File: src/rtl/dma_chain_pkg.sv
`timescale 1ns/1ps
package dma_chain_pkg;
   typedef enum logic [3:0] {
      ST_IDLE, ST_FETCH0, ST_FETCH1, ST_FETCH2, ST_FETCH3, ST_FETCH4, ST_FETCH5,
      ST_ROW_START, ST_READ, ST_WRITE, ST_ROW_END, ST_DESC_END
   } dma_state_e;

   // control word bit positions, decoded from descriptors written by software
   localparam int CTL_INT_EN   = 0;
   localparam int CTL_TWO_D    = 1;
   localparam int CTL_DST_INC  = 4;
   localparam int CTL_DST_SKIP = 7;
   localparam int CTL_SRC_INC  = 8;
   localparam int CTL_SRC_SKIP = 11;

   typedef struct packed {
      logic src_skip;
      logic src_inc;
      logic dst_skip;
      logic dst_inc;
      logic two_d;
      logic int_en;
   } dma_ctl_t;
endpackage

File: src/rtl/dma_len_ctrl.sv
`timescale 1ns/1ps
module dma_len_ctrl #(
   parameter int ROW_W     = 14,
   parameter bit ENABLE_2D = 1'b1
) (
   input  logic        clk,
   input  logic        rst_n,
   input  logic        load,
   input  logic [31:0] len_word,
   input  logic        two_d_req,
   input  logic        beat_done,
   input  logic        row_done,
   output logic        rows_zero,
   output logic        bytes_zero,
   output logic        last_row,
   output logic        last_beat,
   output logic [31:0] live_len
);
   localparam int ROW_LSB = 16;

   logic             mode_in, mode_q;
   logic [ROW_W-1:0] rows_q;
   logic [31:0]      bytes_q;
   logic [15:0]      reload_q;

   generate
      if (ENABLE_2D) begin : g_two_d
         assign mode_in = two_d_req;
      end else begin : g_linear_only
         assign mode_in = 1'b0;
      end
   endgenerate

   always_ff @(posedge clk or negedge rst_n) begin
      if (!rst_n) begin
         mode_q   <= 1'b0;
         rows_q   <= '0;
         bytes_q  <= '0;
         reload_q <= '0;
      end else if (load) begin
         mode_q   <= mode_in;
         reload_q <= len_word[15:0];
         if (mode_in) begin
            rows_q  <= len_word[ROW_LSB +: ROW_W];
            bytes_q <= 32'(len_word[15:0]);
         end else begin
            rows_q  <= ROW_W'(1);
            bytes_q <= len_word;
         end
      end else if (beat_done) begin
         bytes_q <= last_beat ? '0 : bytes_q - 32'd4;
      end else if (row_done) begin
         rows_q <= rows_q - ROW_W'(1);
         if (!last_row) bytes_q <= 32'(reload_q);
      end
   end

   assign rows_zero  = (rows_q == '0);
   assign bytes_zero = (bytes_q == '0);
   assign last_row   = (rows_q == ROW_W'(1));
   assign last_beat  = (bytes_q <= 32'd4);
   assign live_len   = mode_q ? ((32'(rows_q) << ROW_LSB) | 32'(bytes_q[15:0])) : bytes_q;

   // a beat never makes the count grow
   p_count_down_r2: assert property (@(posedge clk) disable iff (!rst_n)
      beat_done && !load |=> bytes_q < $past(bytes_q) || bytes_q == '0);
endmodule

File: src/rtl/dma_addr_gen.sv
`timescale 1ns/1ps
module dma_addr_gen #(
   parameter int AW = 32
) (
   input  logic          clk,
   input  logic          rst_n,
   input  logic          load,
   input  logic [AW-1:0] src_init,
   input  logic [AW-1:0] dst_init,
   input  logic [31:0]   stride_word,
   input  logic          src_step,
   input  logic          dst_step,
   input  logic          row_adv,
   output logic [AW-1:0] src_addr,
   output logic [AW-1:0] dst_addr
);
   logic [AW-1:0] src_stride, dst_stride;

   assign src_stride = AW'(signed'(stride_word[15:0]));
   assign dst_stride = AW'(signed'(stride_word[31:16]));

   always_ff @(posedge clk or negedge rst_n) begin
      if (!rst_n) begin
         src_addr <= '0;
         dst_addr <= '0;
      end else if (load) begin
         src_addr <= src_init;
         dst_addr <= dst_init;
      end else begin
         if (src_step) src_addr <= src_addr + AW'(4);
         if (dst_step) dst_addr <= dst_addr + AW'(4);
         if (row_adv) begin
            src_addr <= src_addr + src_stride;
            dst_addr <= dst_addr + dst_stride;
         end
      end
   end

   // the source pointer moves only on a step, a row advance or a load
   p_src_hold_r3: assert property (@(posedge clk) disable iff (!rst_n)
      !(load || src_step || row_adv) |=> $stable(src_addr));
   p_dst_hold_r3: assert property (@(posedge clk) disable iff (!rst_n)
      !(load || dst_step || row_adv) |=> $stable(dst_addr));
endmodule

File: src/rtl/chain_dma_engine.sv
`timescale 1ns/1ps
module chain_dma_engine
   import dma_chain_pkg::*;
#(
   parameter int AW        = 32,
   parameter int ROW_W     = 14,
   parameter bit ENABLE_2D = 1'b1
) (
   input  logic          clk,
   input  logic          rst_n,
   input  logic          chan_en,
   input  logic          start,
   input  logic [AW-1:0] start_desc,
   input  logic          end_clr,
   input  logic          int_clr,
   output logic          mem_req,
   output logic [AW-1:0] mem_addr,
   output logic          mem_we,
   output logic [31:0]   mem_wdata,
   input  logic [31:0]   mem_rdata,
   input  logic          mem_ready,
   output logic          busy,
   output logic          paused,
   output logic          end_flag,
   output logic          irq,
   output logic [AW-1:0] cur_desc,
   output logic [31:0]   live_len
);
   generate
      if (AW < 12 || AW > 32) begin : g_bad_aw
         $error("AW must lie in 12..32");
      end
      if (ROW_W < 1 || ROW_W > 16) begin : g_bad_row_w
         $error("ROW_W must lie in 1..16");
      end
   endgenerate

   dma_state_e    state;
   dma_ctl_t      ctl_q;
   logic [AW-1:0] desc_q, src_w, dst_w, next_w;
   logic [31:0]   len_w, stride_w, data_q;
   logic          end_q, irq_q, paused_q;
   logic [AW-1:0] src_addr, dst_addr;
   logic [2:0]    fidx;
   logic          is_fetch, rd_fin, wr_fin, load;
   logic          rows_zero, bytes_zero, last_row, last_beat;

   assign is_fetch = (state >= ST_FETCH0) && (state <= ST_FETCH5);
   assign fidx     = 3'(4'(state) - 4'(ST_FETCH0));
   assign rd_fin   = (state == ST_READ)  && (ctl_q.src_skip || mem_ready);
   assign wr_fin   = (state == ST_WRITE) && (ctl_q.dst_skip || mem_ready);
   assign load     = (state == ST_FETCH5) && mem_ready;

   always_comb begin
      mem_req   = 1'b0;
      mem_addr  = '0;
      mem_we    = 1'b0;
      mem_wdata = data_q;
      if (is_fetch) begin
         mem_req  = 1'b1;
         mem_addr = desc_q + AW'({fidx, 2'b00});
      end else if (state == ST_READ) begin
         mem_req  = !ctl_q.src_skip;
         mem_addr = src_addr;
      end else if (state == ST_WRITE) begin
         mem_req  = !ctl_q.dst_skip;
         mem_addr = dst_addr;
         mem_we   = 1'b1;
      end
   end

   always_ff @(posedge clk or negedge rst_n) begin
      if (!rst_n) begin
         state    <= ST_IDLE;
         ctl_q    <= '0;
         desc_q   <= '0;
         src_w    <= '0;
         dst_w    <= '0;
         next_w   <= '0;
         len_w    <= '0;
         stride_w <= '0;
         data_q   <= '0;
         end_q    <= 1'b0;
         irq_q    <= 1'b0;
         paused_q <= 1'b0;
      end else begin
         if (end_clr) end_q <= 1'b0;
         if (int_clr) irq_q <= 1'b0;
         if (rd_fin) data_q <= ctl_q.src_skip ? '0 : mem_rdata;
         case (state)
            ST_IDLE: if (start) begin
               desc_q <= start_desc;
               if (chan_en && start_desc != '0) begin
                  paused_q <= 1'b0;
                  state    <= ST_FETCH0;
               end else begin
                  paused_q <= 1'b1;
               end
            end
            ST_FETCH0: if (mem_ready) begin
               ctl_q <= '{src_skip: mem_rdata[CTL_SRC_SKIP], src_inc: mem_rdata[CTL_SRC_INC],
                          dst_skip: mem_rdata[CTL_DST_SKIP], dst_inc: mem_rdata[CTL_DST_INC],
                          two_d: mem_rdata[CTL_TWO_D], int_en: mem_rdata[CTL_INT_EN]};
               state <= ST_FETCH1;
            end
            ST_FETCH1: if (mem_ready) begin src_w    <= mem_rdata[AW-1:0]; state <= ST_FETCH2; end
            ST_FETCH2: if (mem_ready) begin dst_w    <= mem_rdata[AW-1:0]; state <= ST_FETCH3; end
            ST_FETCH3: if (mem_ready) begin len_w    <= mem_rdata;         state <= ST_FETCH4; end
            ST_FETCH4: if (mem_ready) begin stride_w <= mem_rdata;         state <= ST_FETCH5; end
            ST_FETCH5: if (mem_ready) begin next_w   <= mem_rdata[AW-1:0]; state <= ST_ROW_START; end
            ST_ROW_START: begin
               if (rows_zero)       state <= ST_DESC_END;
               else if (bytes_zero) state <= ST_ROW_END;
               else                 state <= ST_READ;
            end
            ST_READ:    if (rd_fin) state <= ST_WRITE;
            ST_WRITE:   if (wr_fin) state <= last_beat ? ST_ROW_END : ST_READ;
            ST_ROW_END: state <= last_row ? ST_DESC_END : ST_ROW_START;
            ST_DESC_END: begin
               end_q  <= 1'b1;
               if (ctl_q.int_en) irq_q <= 1'b1;
               desc_q <= next_w;
               if (chan_en && next_w != '0) begin
                  state <= ST_FETCH0;
               end else begin
                  state    <= ST_IDLE;
                  paused_q <= 1'b1;
               end
            end
            default: state <= ST_IDLE;
         endcase
      end
   end

   dma_len_ctrl #(.ROW_W(ROW_W), .ENABLE_2D(ENABLE_2D)) u_len (
      .clk(clk), .rst_n(rst_n), .load(load), .len_word(len_w), .two_d_req(ctl_q.two_d),
      .beat_done(wr_fin), .row_done(state == ST_ROW_END),
      .rows_zero(rows_zero), .bytes_zero(bytes_zero), .last_row(last_row),
      .last_beat(last_beat), .live_len(live_len)
   );

   dma_addr_gen #(.AW(AW)) u_addr (
      .clk(clk), .rst_n(rst_n), .load(load), .src_init(src_w), .dst_init(dst_w),
      .stride_word(stride_w), .src_step(rd_fin && ctl_q.src_inc),
      .dst_step(wr_fin && ctl_q.dst_inc), .row_adv((state == ST_ROW_END) && !last_row),
      .src_addr(src_addr), .dst_addr(dst_addr)
   );

   assign busy     = (state != ST_IDLE);
   assign paused   = paused_q;
   assign end_flag = end_q;
   assign irq      = irq_q;
   assign cur_desc = desc_q;

   // a pending request is held steady until the memory answers
   p_req_hold_r1: assert property (@(posedge clk) disable iff (!rst_n)
      mem_req && !mem_ready |=> mem_req && $stable(mem_addr) && $stable(mem_we));
   // no memory traffic while idle, and paused only when idle
   p_idle_quiet_r10: assert property (@(posedge clk) disable iff (!rst_n)
      !busy |-> !mem_req);
   p_pause_idle_r10: assert property (@(posedge clk) disable iff (!rst_n)
      paused |-> !busy);
   // the interrupt only rises together with descriptor completion
   p_int_with_end_r9: assert property (@(posedge clk) disable iff (!rst_n)
      $rose(irq) |-> end_flag);
endmodule

File: config.mk
export PLATFORM = sky130hd
export DESIGN_NAME = chain_dma_engine
export DESIGN_NICKNAME = d
export VERILOG_FILES = /design/src/rtl/dma_chain_pkg.sv /design/src/rtl/dma_len_ctrl.sv /design/src/rtl/dma_addr_gen.sv /design/src/rtl/chain_dma_engine.sv
export SDC_FILE = /design/constraint.sdc
export NUM_CORES = 1
export LEC_CHECK = 0
export BUFFER_PORTS_ARGS = -buffer_cell sky130_fd_sc_hd__buf_4
export CAP_MARGIN = 0
export CORE_MARGIN = 2
export CORE_UTILIZATION = 45
export CTS_BUF_LIST = sky130_fd_sc_hd__clkbuf_4
export DETAILED_ROUTE_END_ITERATION = 10
export PLACE_DENSITY = 0.63
export SYNTH_ARGS = -nofsm -noshare
export SYNTH_HDL_FRONTEND = slang
export SYNTH_SLANG_ARGS = --single-unit
export TNS_END_PERCENT = 5
File: constraint.sdc
create_clock -name clk -period 7.09 [get_ports clk]
set_clock_uncertainty 0.15 [all_clocks]
set_input_delay 1.418 -clock clk [delete_from_list [all_inputs] [get_ports clk]]
set_output_delay 1.418 -clock clk [all_outputs]
set_load 0.1 [all_outputs]
==> qor.txt <==
Maximum Capacitance Violations = 0
unrepaired setup endpoints after global routing = false
max frequency = 176 MHz
R2R depth = 7
nets@finish = 2690
final setup TNS = 0 ns
layout cells sized above 1 = 20.8%
die width = 223 um
Final Slew Violations = 0
vias in the first global route = 19000
Mapped Avg Cell Area = 9.22 um^2
DR vias/cell = 6.17
critical path type = flop to output pin
Setup Viol. Count Final = 0
CP startpoint kind = flop
crit path capture type = output pin
DIE AREA = 49900 um^2
DRT antenna net count = 0
H-tree depth = 3
#FFs+latches synth = 364
fin crit period = 5.67 ns
critical path's top delay family = simple AND/OR/NAND/NOR gates
Hold Fails Final Rpt = 0
final WL = 75.8 mm
drt drc = 0
CTS tree = built
asr flop ratio synth = 100%
r2r endpoint = u_addr.dst_addr[20]
area of the multi-input gates = 11800 um^2
Placed Area = 23600 um^2
Port Buf Inserts = 204
EDFF count, synth = 0
Mapped Area = 21600 um^2
worst rel slew slack = 25.3%
global-route wire length before repair = 115 mm
Die Ht = 223 um
pin count of the biggest net entering global routing = 132
Post-Synthesis Net Count = 2499
synth warn = 0
crit path max-delay cell type = nor3_1
period utilization = 79.9%
FF-to-FF setup slack = 2.90 ns
CP max stage delay = 0.43 ns
Post-CTS Resized = 0
final instance area = 24800 um^2
Routed WL per cell = 23.5 um
maximum buffer depth of the clock tree = 3
post-layout util = 52.0%
Cells after Synth = 2348
initial drt markers = 1906
area grow syn2layout = 14.4%
CP endpoint = mem_addr[30]
most common cell after layout, fill and taps aside = dfrtp_1
Total GRT Usage = 30.1%
first drt pass iteration count = 7
cell breakdown of the critical path = inv_1 -> ha_1 -> xor2_1 -> ha_1 -> nor2b_1 -> o21ai_0 -> nor3_1 -> nand2b_1 -> nor2_1 -> nand4_1 -> xor2_1 -> o21ai_0 -> buf_4
most frequent cells in the layout = dfrtp_1 (364), nand2_1 (299), buf_4 (226), o21ai_0 (175), nor2_1 (171)
worst min path class = flop to flop
clock slew at reported path FFs = 0.07 ns
required time worst endpoint = 5.52 ns
GPL Wtd Cong = 0.979
dpl hpwl = 53.7 mm
cts bufs inserted = 99
Fill cells = 4408
vias post-DR = 19900
cell count along the critical path = 13
core area = 47600 um^2
post-CTS setup buffer count = 0
Reg area = 9110 um^2
clock root cell = clkbuf_4
CP Data Arrival Time = 4.10 ns
worst path bufs/invs = 2
clk_lat worst skew = 0.82 ns
R2R Path Start = u_len.rows_q[4]
IO Count = 205
Sink Count = 364
initial antenna violation count = 5
initial core utilization = 45.4%
Setup crit start = state[0]
Worst-Margin Slew = 1.12 ns
Seq/Total Area, Yosys = 42.1%
Most used DFF post-synth = dfrtp_1
Yosys cell types = 72
status = complete, no violations
# rows = 80
peak fanout along the critical path = 5
Post-CTS Hold Buffers = 0
total congestion overflow = 0
[registers in the layout, indices dropped and copies added, names as in the netlist, 4 cells and up]
register and count:
cur_desc 32, dst_w 32, len_w 32, mem_wdata 32, next_w 32, src_w 32, stride_w 32, u_addr.dst_addr 32
u_addr.src_addr 32, u_len.bytes_q 32, u_len.reload_q 16, u_len.rows_q 14, ctl_q 6, state 4
[how the worst min path moves through the flow]
stage                             startpoint                 end  slack (ns)  cells past startpoint
after floorplan           u_len.reload_q[12]  u_len.reload_q[12]        0.29                      2
after global placement    u_len.reload_q[12]  u_len.reload_q[12]        0.31                      2
after detailed placement   u_len.reload_q[3]   u_len.reload_q[3]        0.31                      2
after CTS                  u_len.reload_q[3]   u_len.reload_q[3]        0.33                      2
after global routing       u_len.reload_q[5]   u_len.reload_q[5]        0.35                      2
final                      u_len.reload_q[3]   u_len.reload_q[3]        0.33                      2
[metrics by stage]
stage | setup slack, ns | instances | hold WS (ns)
final | 1.42 | 3219 | 0.326
after global routing | 1.06 | 3219 | 0.351
after floorplan | 0.538 | 2348 | 0.291
after CTS | 1.34 | 3218 | 0.329
after detailed placement | 2.28 | 3053 | 0.312
after global placement | 2.28 | 3053 | 0.305
[cell families (layout without fill, tap and decap cells)]
kind of cell	Yosys count	after routing	share of synthesized area, %
buffers and inverters	188	443	3.60
muxes	182	182	9.25
and+or+nand+nor	767	767	16.3
DFF	364	364	42.1
xor gates and xnor gates	124	124	5.02
AOI/OAI and AO/OA	643	643	19.0
adders and majority gates	80	80	4.73
other	0	1	0
[cell type report]
type,count,area share [%]
inverters,50,0.758
well taps,615,3.11
clock inverters,23,0.384
repair buffers,228,6.99
clock buffers,142,4.30
multi-input cells,1796,47.7
flip-flops and latches,364,36.8
diodes,1,0.0101
[tightest hold or removal path, delay by kind of cell, from the launching register on]
kind	cells	cell delay (ns)
and+or+nand+nor	2	0.11
DFF	1	0.34
[routing by layer]
layer / global-route usage (%) / vias up / wire (um)
met2: 44.8 / 927 / 33100
met4: 12.0 / 4 / 2850
li1: - / 9002 / -
met5: 0 / - / 27
met1: 42.9 / 9770 / 33400
met3: 6.35 / 161 / 6420
[cell usage after synthesis, types with 5 or more instances]
cell type,number,share of area (%)
a222oi_1,7,0.32
a211o_1,5,0.20
mux2i_1,37,1.7
inv_1,50,0.87
or3_1,13,0.38
and3_1,31,0.90
nand2_1,301,5.2
nor3b_1,7,0.24
or2_2,6,0.17
ha_1,77,4.5
clkbuf_1,90,1.6
nor2_1,172,3.0
nand2b_1,15,0.43
nor3_1,46,1.1
a221o_1,17,0.79
a31oi_1,27,0.78
a22oi_1,41,1.4
dfrtp_1,364,42
mux2_2,145,7.5
o21a_1,6,0.21
a22o_1,34,1.4
xor2_1,51,2.1
o311ai_0,7,0.28
a21o_1,30,1.0
nand4_1,29,0.84
and2_1,8,0.23
and4_1,7,0.28
nor4_1,34,0.98
a221oi_1,8,0.32
o22ai_1,8,0.23
buf_4,16,0.55
o21ai_0,175,4.0
a21boi_0,5,0.17
nor2b_1,14,0.40
o221ai_1,7,0.28
buf_1,27,0.47
a211oi_1,24,0.83
a21oi_1,169,3.9
nand3_1,71,1.6
xnor2_1,73,3.0
or4_1,6,0.21
o211ai_1,27,0.94
Power is left out: the tool's default activity adds up to more than one toggle a clock period on the data nets, which glitch-free logic cannot reach.
